--- src/rtl/asram_pkg.sv ---
package asram_pkg;
  typedef enum logic [2:0] {
    PH_IDLE,
    PH_SETUP,
    PH_STROBE,
    PH_HOLD,
    PH_DONE
  } phase_e;

  localparam int unsigned TIM_W = 4;
endpackage

--- src/rtl/asram_cs_dec.sv ---
module asram_cs_dec #(
  parameter int unsigned CS_N  = 8,
  parameter int unsigned IDX_W = $clog2(CS_N)
) (
  input  logic [IDX_W-1:0] idx_i,
  input  logic             en_i,
  output logic [CS_N-1:0]  cs_no
);
  for (genvar g = 0; g < CS_N; g++) begin : g_cs
    assign cs_no[g] = ~(en_i && (idx_i == IDX_W'(g)));
  end
endmodule

--- src/rtl/asram_seq.sv ---
module asram_seq
  import asram_pkg::*;
#(
  parameter int unsigned CNT_W = TIM_W
) (
  input  logic             clk_i,
  input  logic             rst_ni,
  input  logic             start_i,
  input  logic             write_i,
  input  logic [CNT_W-1:0] m_i,
  input  logic [CNT_W-1:0] ncode_i,
  output phase_e           phase_o,
  output logic             last_strobe_o
);
  phase_e           phase_q;
  logic [CNT_W-1:0] cnt_q;
  logic [CNT_W-1:0] m_q;
  logic [CNT_W-1:0] n_q;
  logic             cnt_zero;

  assign cnt_zero      = (cnt_q == '0);
  assign phase_o       = phase_q;
  assign last_strobe_o = (phase_q == PH_STROBE) && cnt_zero;

  always_ff @(posedge clk_i or negedge rst_ni) begin
    if (!rst_ni) begin
      phase_q <= PH_IDLE;
      cnt_q   <= '0;
      m_q     <= '0;
      n_q     <= '0;
    end else begin
      case (phase_q)
        PH_IDLE: if (start_i) begin
          m_q <= m_i;
          n_q <= ncode_i;
          if (write_i) begin
            // write strobe delay uses the width field
            phase_q <= PH_SETUP;
            cnt_q   <= ncode_i;
          end else if (m_i == '0) begin
            phase_q <= PH_STROBE;
            cnt_q   <= ncode_i;
          end else begin
            phase_q <= PH_SETUP;
            cnt_q   <= m_i - CNT_W'(1);
          end
        end
        PH_SETUP: begin
          if (cnt_zero) begin
            phase_q <= PH_STROBE;
            cnt_q   <= n_q;
          end else begin
            cnt_q <= cnt_q - CNT_W'(1);
          end
        end
        PH_STROBE: begin
          if (cnt_zero) begin
            if (m_q == '0) begin
              phase_q <= PH_DONE;
            end else begin
              phase_q <= PH_HOLD;
              cnt_q   <= m_q - CNT_W'(1);
            end
          end else begin
            cnt_q <= cnt_q - CNT_W'(1);
          end
        end
        PH_HOLD: begin
          if (cnt_zero) phase_q <= PH_DONE;
          else          cnt_q   <= cnt_q - CNT_W'(1);
        end
        PH_DONE: phase_q <= PH_IDLE;
        default: phase_q <= PH_IDLE;
      endcase
    end
  end
endmodule

--- src/rtl/asram_pins.sv ---
module asram_pins
  import asram_pkg::*;
#(
  parameter int unsigned ADDR_W = 25,
  parameter int unsigned DATA_W = 16,
  parameter int unsigned CS_N   = 8,
  parameter int unsigned IDX_W  = $clog2(CS_N),
  parameter int unsigned LANE_W = DATA_W / 8
) (
  input  logic              clk_i,
  input  logic              rst_ni,
  input  logic              load_i,
  input  logic              write_i,
  input  logic [ADDR_W-1:0] addr_i,
  input  logic [LANE_W-1:0] be_i,
  input  logic [DATA_W-1:0] wdata_i,
  input  logic [IDX_W-1:0]  cs_i,
  input  phase_e            phase_i,
  input  logic              last_strobe_i,
  input  logic [DATA_W-1:0] dq_i,
  output logic [DATA_W-1:0] rdata_o,
  output logic [CS_N-1:0]   cs_no,
  output logic              oe_no,
  output logic              we_no,
  output logic [LANE_W-1:0] be_no,
  output logic [ADDR_W-1:0] addr_o,
  output logic [DATA_W-1:0] dq_o,
  output logic              dq_oe_o
);
  logic              wr_q;
  logic [ADDR_W-1:0] addr_q;
  logic [LANE_W-1:0] be_q;
  logic [DATA_W-1:0] wdata_q;
  logic [IDX_W-1:0]  cs_q;
  logic [DATA_W-1:0] rdata_q;
  logic              cs_act, strobe, post;

  always_ff @(posedge clk_i or negedge rst_ni) begin
    if (!rst_ni) begin
      wr_q    <= 1'b0;
      addr_q  <= '0;
      be_q    <= '0;
      wdata_q <= '0;
      cs_q    <= '0;
      rdata_q <= '0;
    end else begin
      if (load_i) begin
        wr_q    <= write_i;
        addr_q  <= addr_i;
        be_q    <= be_i;
        wdata_q <= wdata_i;
        cs_q    <= cs_i;
      end
      if (last_strobe_i && !wr_q) rdata_q <= dq_i;
    end
  end

  assign strobe = (phase_i == PH_STROBE);
  assign post   = (phase_i == PH_HOLD);
  assign cs_act = (phase_i == PH_SETUP) || strobe || post;

  asram_cs_dec #(.CS_N(CS_N), .IDX_W(IDX_W)) u_cs_dec (
    .idx_i (cs_q),
    .en_i  (cs_act),
    .cs_no (cs_no)
  );

  assign oe_no   = ~(strobe && !wr_q);
  assign we_no   = ~(strobe && wr_q);
  assign be_no   = (strobe || post) ? ~be_q : '1;
  assign dq_oe_o = wr_q && (strobe || post);
  assign dq_o    = dq_oe_o ? wdata_q : '0;
  assign addr_o  = addr_q;
  assign rdata_o = rdata_q;
endmodule

--- src/rtl/asram_bus_ctrl.sv ---
module asram_bus_ctrl
  import asram_pkg::*;
#(
  parameter int unsigned ADDR_W = 25,
  parameter int unsigned DATA_W = 16,
  parameter int unsigned CS_N   = 8,
  parameter int unsigned CNT_W  = TIM_W,
  localparam int unsigned IDX_W  = $clog2(CS_N),
  localparam int unsigned LANE_W = DATA_W / 8
) (
  input  logic              clk_i,
  input  logic              rst_ni,
  input  logic              req_valid_i,
  output logic              req_ready_o,
  input  logic              req_write_i,
  input  logic [ADDR_W-1:0] req_addr_i,
  input  logic [LANE_W-1:0] req_be_i,
  input  logic [DATA_W-1:0] req_wdata_i,
  input  logic [IDX_W-1:0]  req_cs_i,
  input  logic [CNT_W-1:0]  req_m_i,
  input  logic [CNT_W-1:0]  req_n_i,
  output logic [DATA_W-1:0] rsp_rdata_o,
  output logic              rsp_done_o,
  output logic [CS_N-1:0]   bus_cs_no,
  output logic              bus_oe_no,
  output logic              bus_we_no,
  output logic [LANE_W-1:0] bus_be_no,
  output logic [ADDR_W-1:0] bus_addr_o,
  output logic [DATA_W-1:0] bus_dq_o,
  output logic              bus_dq_oe_o,
  input  logic [DATA_W-1:0] bus_dq_i
);
  phase_e phase;
  logic   last_strobe;
  logic   start;

  assign req_ready_o = (phase == PH_IDLE);
  assign start       = req_valid_i && req_ready_o;
  assign rsp_done_o  = (phase == PH_DONE);

  asram_seq #(.CNT_W(CNT_W)) u_seq (
    .clk_i         (clk_i),
    .rst_ni        (rst_ni),
    .start_i       (start),
    .write_i       (req_write_i),
    .m_i           (req_m_i),
    .ncode_i       (req_n_i),
    .phase_o       (phase),
    .last_strobe_o (last_strobe)
  );

  asram_pins #(
    .ADDR_W (ADDR_W),
    .DATA_W (DATA_W),
    .CS_N   (CS_N),
    .IDX_W  (IDX_W),
    .LANE_W (LANE_W)
  ) u_pins (
    .clk_i         (clk_i),
    .rst_ni        (rst_ni),
    .load_i        (start),
    .write_i       (req_write_i),
    .addr_i        (req_addr_i),
    .be_i          (req_be_i),
    .wdata_i       (req_wdata_i),
    .cs_i          (req_cs_i),
    .phase_i       (phase),
    .last_strobe_i (last_strobe),
    .dq_i          (bus_dq_i),
    .rdata_o       (rsp_rdata_o),
    .cs_no         (bus_cs_no),
    .oe_no         (bus_oe_no),
    .we_no         (bus_we_no),
    .be_no         (bus_be_no),
    .addr_o        (bus_addr_o),
    .dq_o          (bus_dq_o),
    .dq_oe_o       (bus_dq_oe_o)
  );
endmodule

--- config.mk ---
export PLATFORM = sky130hd
export DESIGN_NAME = asram_bus_ctrl
export DESIGN_NICKNAME = d
export VERILOG_FILES = /design/src/rtl/asram_pkg.sv /design/src/rtl/asram_cs_dec.sv /design/src/rtl/asram_seq.sv /design/src/rtl/asram_pins.sv /design/src/rtl/asram_bus_ctrl.sv
export SDC_FILE = /design/constraint.sdc
export NUM_CORES = 1
export LEC_CHECK = 0
export BUFFER_PORTS_ARGS = -buffer_cell sky130_fd_sc_hd__buf_2
export CORE_AREA = 8 8 111 92
export CTS_BUF_LIST = sky130_fd_sc_hd__clkbuf_4
export DETAILED_ROUTE_END_ITERATION = 8
export DIE_AREA = 0 0 119 100
export HOLD_SLACK_MARGIN = 0.1
export PLACE_DENSITY = 0.86
export SLEW_MARGIN = 5
export SYNTH_ARGS = -nofsm -noshare
export SYNTH_HDL_FRONTEND = slang
export SYNTH_HIERARCHICAL = 1
export SYNTH_SLANG_ARGS = --single-unit
--- constraint.sdc ---
create_clock -name clk_i -period 2.3 [get_ports clk_i]
set_clock_uncertainty 0.1 [all_clocks]
set_input_delay 0.115 -clock clk_i [delete_from_list [all_inputs] [get_ports clk_i]]
set_output_delay 0.115 -clock clk_i [all_outputs]
set_load 0.005 [all_outputs]
==> results of run 1 <==
[path summary, 6_finish.rpt]
path	start	endpoint	slack, ns	depth (start not counted)
worst max-delay path	u_seq/cnt_q[0]	u_seq/cnt_q[3]	0.09	6
worst min-delay path	req_valid_i	u_seq/phase_o[0]	0.21	5
worst max register to register	u_seq/cnt_q[0]	u_seq/cnt_q[3]	0.09	6
worst min register to register	u_pins/wdata_q[6]	u_pins/wdata_q[6]	0.41	1
max in group asynchronous	rst_ni	u_seq/cnt_q[0]	1.12	2
min in group asynchronous	rst_ni	u_pins/addr_o[23]	0.30	2
[cells in the mapped netlist (2+ instances only)]
| cell type | n |
|---|---|
| a21o_1 | 2 |
| a21oi_1 | 4 |
| a221oi_1 | 3 |
| a311oi_1 | 3 |
| and2_1 | 16 |
| buf_2 | 3 |
| buf_6 | 6 |
| clkbuf_1 | 4 |
| dfrtp_1 | 78 |
| ha_1 | 5 |
| inv_1 | 13 |
| mux2_2 | 59 |
| mux2_4 | 10 |
| mux2i_1 | 2 |
| nand2_1 | 11 |
| nand3_1 | 3 |
| nand4_1 | 2 |
| nand4b_1 | 3 |
| nand4bb_1 | 3 |
| nor2_1 | 12 |
| nor2b_1 | 5 |
| nor3_1 | 9 |
| nor3b_1 | 3 |
| o21ai_0 | 6 |
| xor2_1 | 2 |
[per-stage QoR]
step	worst slack (ns)	utilization	hold slack, ns	area, µm²
2_1_floorplan	0.145	-	-0.281	3770
3_3_place_gp	0.220	0.551	0.220	4610
3_5_place_dp	0.151	0.551	0.235	4610
4_1_cts	0.130	0.660	0.173	5520
5_1_grt	-0.0108	0.661	0.188	5530
6_report	0.0914	0.661	0.212	5540
[layer usage]
metal / up-vias / part of all wire / GRT usage / wire [µm]
li1: 1512 / - / - / -
met1: 1549 / 0.42 / 0.210 / 4600
met2: 121 / 0.49 / 0.315 / 5390
met3: 12 / 0.073 / 0.0634 / 794
met4: 0 / 0.012 / 0.0485 / 133
met5: - / 0 / 0 / 0
[state kept, by name, indices dropped and copies added, names as in the netlist]
| register | cells |
|---|---|
| u_pins/rdata_o | 16 |
| u_pins/be_q | 2 |
| u_seq/cnt_q | 4 |
| u_pins/wr_q | 1 |
| u_pins/wdata_q | 16 |
| u_seq/n_q | 4 |
| u_seq/phase_o | 3 |
| u_pins/cs_q | 3 |
| u_pins/addr_o | 25 |
| u_seq/m_q | 4 |
[critical path: stages, from the launching register on]
cell,delay [ns]
dfrtp_2,0.46
inv_1,0.10
ha_1,0.23
or3b_1,0.50
o31ai_4,0.37
nor3_1,0.11
a211o_1,0.24
[power groups by stage]
stage          Combinational [µW]  Sequential, µW  Clock, µW
3_5_place_dp                 2850            2520          0
4_1_cts                      2950            2490       1080
5_1_grt                      3260            2620       1120
2_1_floorplan                1750            2480          0
3_3_place_gp                 2750            2470          0
6_report                     2960            2520       1030
[layout make-up]
class	instances	share of cell area
flip-flops and latches	78	0.353
multi-input cells	189	0.301
repair buffers	227	0.278
well taps	112	0.0253
clock inverters	7	0.0217
clock buffers	9	0.0122
inverters	13	0.00882
diodes	2	0.000904
[kinds of logic after synthesis]
group | synth area share
compound gates | 0.0717
xor+xnor | 0.00465
fa+ha+maj | 0.0166
buf+inv | 0.0462
flops | 0.518
mux | 0.222
simple gates | 0.121
[what timing repair did]
| action | in CTS | in global routing |
|---|---|---|
| setup endpoints to repair | 0 | 6 |
| setup buffers | 0 | 0 |
| hold endpoints to repair | 151 | 0 |
| gates resized for setup | 0 | 2 |
| hold buffers | 72 | 0 |
==> results.json, run 1 <==
{
  "final_cells": 637,
  "drt_iter0_markers": 163,
  "required_ns": 2.50,
  "h-tree-depth": 3,
  "detail-route-antenna-nets": 0,
  "totalWireLength_um": 10900,
  "die_area_um2": 11900,
  "p_comb_frac": 0.455,
  "die_w_um": 119,
  "core_um2": 8370,
  "syn_avg_cell_area_um2": 12.8,
  "seqPwrFrac": 0.387,
  "period_share": 0.960,
  "syn-cell-area_um2": 3770,
  "numCtsBuffers": 9,
  "nets": 597,
  "hpwl_um": 7160,
  "grt_max_degree": 79,
  "io_pins": 146,
  "crit_type": "reg2reg",
  "hold_path_class": "in2reg",
  "cts_tree": "built",
  "clock_power_share": 0.159,
  "slew_headroom": 0.358,
  "arrival_ns": 2.41,
  "place_inst": 547,
  "ff_latch_area_um2": 1950,
  "num_rows": 30,
  "cts_max_path_buffers": 2,
  "area_growth_pct": 46.9,
  "fillCellCount": 593,
  "final.setup.tns_ns": 0,
  "setup_viol": 0,
  "grt_pass1_vias": 3440,
  "p_int_uw": 4260,
  "io_buffers": 145,
  "leakage_uw": 0.00262,
  "antenna_found_initial": 1,
  "hold_viol": 0,
  "grt_overflow_total": 0,
  "most-common-layout-cells": "buf_2 (144), dfrtp_1 (77), dlygate4sd3_1 (72)",
  "status": "completed",
  "syn_inst": 295,
  "die_h_um": 100,
  "ys.flop_type": "dfrtp_1",
  "worst_pin_slew_ns": 0.964,
  "synth_top_area_frac": 0.518,
  "netlist.top_cell.by_area": "dfrtp_1",
  "drc": 0,
  "root_buffer": "clkbuf_4",
  "p_sw_uw": 2250,
  "cp-start-kind": "flip-flop",
  "slew_violations": 0,
  "drive_above_1_share": 0.476,
  "cp_max_fo": 7,
  "fmax_mhz": 453,
  "wl_per_cell_um": 17.1,
  "ys_top_cells_by_area": "dfrtp_1 (52%), mux2_2 (18%), mux2_4 (4.0%), and2_1 (2.7%), buf_6 (1.8%)",
  "ys_warn_count": 6,
  "clk_pin_slew_ns": 0.13,
  "switching_share": 0.345,
  "finalPower_uw": 6510,
  "grt_usage": 0.182,
  "power.density_nw_per_um2": 1180,
  "grt_first_pass_wirelength_um": 17800,
  "ir_drop_mv": 0.600,
  "first_pass_iters": 4,
  "async_flop_share": 1.00,
  "synthesis.nets": 374,
  "maxCapViolations": 0,
  "layout_commonest_cell": "buf_2",
  "dr_total_vias": 3194,
  "seq_area_frac_synth": 0.518,
  "initial_core_util": 0.450,
  "ys_types": 53,
  "multi_input_area_um2": 1660,
  "routabilityCongestion": 0.894,
  "clkLatencyLatePin_ns": 0.40,
  "cts.sinks": 78,
  "synth_edf_count": 0,
  "fin_crit_ns": 2.21,
  "synth.ff_latch_count": 78,
  "end_kind": "flip-flop",
  "via_per_inst": 5.01
}
Note: power is estimated with default switching activity, not from simulation.
==> run 2, diff against run 1 <==
==> constraint.sdc (replaced) <==
create_clock -name clk_i -period 2.3 [get_ports clk_i]
set_clock_uncertainty 0.1 [all_clocks]
set_input_delay 0.23 -clock clk_i [delete_from_list [all_inputs] [get_ports clk_i]]
set_output_delay 0.23 -clock clk_i [all_outputs]
set_load 0.005 [all_outputs]
==> results.json, run 2 (same netlist as run 1, synthesis figures left out) <==
{
  "r2r-start": "u_seq/cnt_q[1]",
  "via_per_inst": 5.12,
  "antenna_found_initial": 0,
  "power.density_nw_per_um2": 1160,
  "use_met1": 0.211,
  "end_kind": "flip-flop",
  "p_sw_uw": 2280,
  "grt_first_pass_wirelength_um": 18300,
  "status": "completed",
  "leakage_uw": 0.00261,
  "clk_pin_slew_ns": 0.12,
  "io_buffers": 145,
  "largest_reg_flops": 25,
  "fin_hold_ws_ns": 0.349,
  "fin_crit_ns": 2.16,
  "rsz0062_at_grt": "no",
  "cp-startpoint": "u_seq/cnt_q[1]",
  "grt_max_degree": 79,
  "drt_iter0_markers": 200,
  "h-tree-depth": 3,
  "p_comb_frac": 0.477,
  "dpl_cell_area_um2": 4610,
  "slew_headroom": 0.355,
  "dr_total_vias": 3255,
  "die_h_um": 100,
  "fmax_mhz": 463,
  "maxCapViolations": 0,
  "use_met3": 0.0668,
  "r2r_slack_ns": 0.14,
  "period_share": 0.939,
  "cp_max_fo": 9,
  "grt.busiest_layer": "met2",
  "use_met2": 0.332,
  "path_buf_inv": 2,
  "arrival_ns": 2.36,
  "core_um2": 8370,
  "clock_power_share": 0.125,
  "crit_type": "reg2reg",
  "nets": 598,
  "root_buffer": "clkbuf_4",
  "cp_top_family": "compound AO/OA/AOI/OAI gates",
  "wl_per_cell_um": 17.6,
  "routabilityCongestion": 0.896,
  "cts.sinks": 78,
  "cp_cell_sequence": "inv_1 > ha_2 > or3b_4 > o31ai_4 > buf_4 > a2111oi_2 > a211o_1",
  "numCtsBuffers": 9,
  "ir_drop_mv": 0.607,
  "die_area_um2": 11900,
  "num_rows": 30,
  "die_w_um": 119,
  "hpwl_um": 7490,
  "switching_share": 0.358,
  "final.setup.tns_ns": 0,
  "layout_commonest_cell": "buf_2",
  "fin_util": 0.657,
  "diodes": 0,
  "grt_overflow_total": 0,
  "cp.depth": 7,
  "totalWireLength_um": 11200,
  "detail-route-antenna-nets": 0,
  "hold_viol": 0,
  "fin_area_um2": 5500,
  "cts_tree": "built",
  "initial_core_util": 0.450,
  "grt_pass1_vias": 3557,
  "critPathMaxStageDelay_ns": 0.44,
  "required_ns": 2.50,
  "worst_pin_slew_ns": 0.967,
  "hold_path_class": "in2reg",
  "ff2ff_path_depth": 7,
  "r2r_end": "u_seq/cnt_q[3]",
  "place_inst": 546,
  "seqPwrFrac": 0.398,
  "grt_usage": 0.189,
  "io_pins": 146,
  "first_pass_iters": 5,
  "crit_end": "u_seq/cnt_q[3]",
  "setup_viol": 0,
  "most-common-layout-cells": "buf_2 (144), dfrtp_1 (78), dlygate4sd3_1 (72)",
  "slew_violations": 0,
  "final_cells": 636,
  "cts_max_path_buffers": 2,
  "cp_slowest_cell": "or3b_4",
  "p_int_uw": 4080,
  "area_growth_pct": 46.0,
  "cp-start-kind": "flip-flop",
  "clkLatencyLatePin_ns": 0.41,
  "drc": 0,
  "drive_above_1_share": 0.477
}
-- run 2: changes by cell type in the layout (fill, tap and decap cells not counted), sizes merged --
cell	change
clkbuf	+1
buf	+1
clkinvlp	+1
clkinv	+1
bufinv	-2
diode	-2
inv	-1
-- run 2: tightest hold or removal path, stage by stage --
cell and delay [ns]:
buf_2 0.10, nor4b_4 0.14, buf_4 0.19, nand2_1 0.08
a31oi_1 0.09
-- run 2: metrics by stage --
stage	total power, µW	worst slack [ns]
floorplan	4230	0.145
CTS	6320	0.00414
finish	6360	0.140
detailed placement	5390	0.0427
global route	6830	0.00734
global placement	5200	0.117
-- run 2: area by class of cell --
class	instances	area (µm²)
flip-flops and latches	78	1950
clock buffers	10	75.1
well taps	112	140
fillers	619	2870
repair buffers	228	1550
multi-input cells	189	1670
clock inverters	6	62.6
inverters	13	48.8
-- run 2: power by group through the flow --
stage	logic, µW	registers [µW]	clock network, µW
final	3030	2530	798
after floorplan	1750	2480	0
after CTS	2960	2510	846
after global placement	2730	2470	0
after global routing	3310	2630	894
after detailed placement	2860	2540	0
-- run 2: how the worst min path moves through the flow --
stage | start | end | slack, ns | cells past startpoint
final | req_valid_i | u_seq/phase_o[0] | 0.35 | 5
after global routing | req_valid_i | u_seq/phase_o[0] | 0.34 | 5
after CTS | req_valid_i | u_seq/phase_o[0] | 0.29 | 5
after detailed placement | rst_ni | u_pins/addr_o[21] | 0.35 | 1
after global placement | rst_ni | u_pins/addr_o[23] | 0.34 | 1
after floorplan | rst_ni | u_pins/addr_o[0] | -0.17 | 0
-- run 2: metal layers --
layer	wire, µm	up-vias
li1	-	1505
met1	4450	1576
met2	5700	154
met3	910	20
met4	154	0
met5	0	-
-- run 2: what timing repair did --
action | CTS | global route
setup endpoints to repair | 0 | 19
hold buffers | 72 | 0
hold endpoints to repair | 149 | 0
resized for setup | 0 | 5
setup buffers | 0 | 2
==> run 3, diff against run 2 <==
BUFFER_PORTS_ARGS = default   (was -buffer_cell sky130_fd_sc_hd__buf_2)
CORE_AREA = 8 8 99 83   (was 8 8 111 92)
DIE_AREA = 0 0 107 91   (was 0 0 119 100)
DONT_BUFFER_PORTS = 1   (was default)
PLACE_DENSITY = 0.84   (was 0.86)
==> results.json, run 3 (same netlist as run 1, synthesis figures left out) <==
{
  "ir_drop_mv": 0.706,
  "cts_max_path_buffers": 2,
  "hold_path_class": "in2reg",
  "most-common-layout-cells": "dfrtp_1 (76), dlygate4sd3_1 (72), mux2_2 (59)",
  "antenna_found_initial": 1,
  "layout_commonest_cell": "dfrtp_1",
  "cp-start-kind": "flip-flop",
  "clkLatencyLatePin_ns": 0.42,
  "clk_pin_slew_ns": 0.12,
  "maxCapViolations": 0,
  "leakage_uw": 0.00201,
  "cp_slowest_cell": "dfrtp_2",
  "status": "completed",
  "worst_pin_slew_ns": 0.563,
  "nets": 453,
  "fin_crit_ns": 2.21,
  "totalWireLength_um": 10400,
  "initial_core_util": 0.566,
  "detail-route-antenna-nets": 0,
  "period_share": 0.962,
  "io_buffers": 0,
  "critPathMaxStageDelay_ns": 0.46,
  "core_um2": 6660,
  "hold_viol": 0,
  "slew_headroom": 0.624,
  "io_pins": 146,
  "finalPower_uw": 5720,
  "numCtsBuffers": 9,
  "die_h_um": 91,
  "cp_cell_sequence": "inv_1 > ha_2 > or3b_4 > o31ai_4 > a2111oi_2 > a211o_1",
  "area_growth_pct": 26.0,
  "first_pass_iters": 4,
  "drive_above_1_share": 0.285,
  "via_per_inst": 5.91,
  "hpwl_um": 6630,
  "dr_total_vias": 2759,
  "cp_max_fo": 8,
  "crit_type": "reg2reg",
  "arrival_ns": 2.42,
  "fin_area_um2": 4750,
  "rsz0062_at_grt": "no",
  "dpl_cell_area_um2": 3850,
  "cp_top_family": "compound AO/OA/AOI/OAI gates",
  "setup_viol": 0,
  "die_w_um": 107,
  "grt_first_pass_wirelength_um": 16700,
  "largest_reg_flops": 25,
  "die_area_um2": 9740,
  "h-tree-depth": 3,
  "end_kind": "flip-flop",
  "routabilityCongestion": 0.900,
  "path_buf_inv": 1,
  "power.density_nw_per_um2": 1200,
  "grt_pass1_vias": 3025,
  "final.setup.tns_ns": 0,
  "drt_iter0_markers": 237,
  "grt_max_degree": 79,
  "cts.sinks": 78,
  "slew_violations": 0,
  "num_rows": 27,
  "required_ns": 2.51,
  "cts_tree": "built",
  "fmax_mhz": 452,
  "grt_usage": 0.218,
  "drc": 0,
  "grt_overflow_total": 0,
  "root_buffer": "clkbuf_4",
  "wl_per_cell_um": 22.4
}
run 3: changes by cell type in the layout (fill, tap and decap cells not counted), sizes merged:
cell	change
buf	-145
bufinv	-1
clkbuf	-1
clkinv	-2
clkinvlp	+1
diode	+1
inv	+3
run 3: repair_timing:
item	4_1_cts	5_1_grt
endpoints found under the hold margin	153	0
setup buffers	0	1
hold buffers	73	0
endpoints found under the setup margin	0	9
resized for setup	0	6
run 3: layout make-up:
class                           instances  area, µm²
Antenna cell                            1       2.50
Clock buffer                            9       67.6
Timing Repair Buffer                   83        840
Clock inverter                          7       56.3
Inverter                               13       48.8
Multi-Input combinational cell        189       1670
Tap cell                               87        109
Sequential cell                        78       1950
Fill cell                             425       1910
run 3: final timing paths:
path | startpoint | to | slack (ns) | cells after the start
hold reg to reg | u_pins/wdata_q[8] | u_pins/wdata_q[8] | 0.42 | 1
max in group asynchronous | rst_ni | u_seq/cnt_q[0] | 1.51 | 2
min in group asynchronous | rst_ni | u_pins/addr_o[22] | 0.23 | 2
hold / removal | req_n_i[0] | u_seq/cnt_q[0] | 0.14 | 3
setup / recovery | u_seq/cnt_q[0] | u_seq/cnt_q[3] | 0.09 | 6
setup reg to reg | u_seq/cnt_q[0] | u_seq/cnt_q[3] | 0.09 | 6
run 3: report_power, final:
group	internal [µW]	switching, µW
registers	2060	647
clock network	234	516
logic	1240	1020
run 3: worst reg2reg max path, delay by kind of cell, from the launching register on:
family / cells / cell delay, ns
simple gates: 1 / 0.43
compound gates: 3 / 0.80
flops: 1 / 0.46
fa+ha+maj: 1 / 0.21
buf+inv: 1 / 0.11
run 3: per-stage QoR:
step	hold slack [ns]	util	worst slack, ns	instances
CTS	0.113	0.709	0.0156	465
floorplan	-0.166	-	0.145	295
detailed placement	-0.162	0.578	0.0438	376
global route	0.131	0.713	0.00333	467
finish	0.142	0.713	0.0873	467
global placement	-0.163	0.578	0.125	376
run 3: metal layers:
layer  routed length [µm]  track usage  vias up
li1                     -            -     1228
met1                 3990        0.256     1360
met2                 5140        0.351      159
met3                 1190       0.0975       12
met4                  125       0.0632        0
met5                    0            0        -
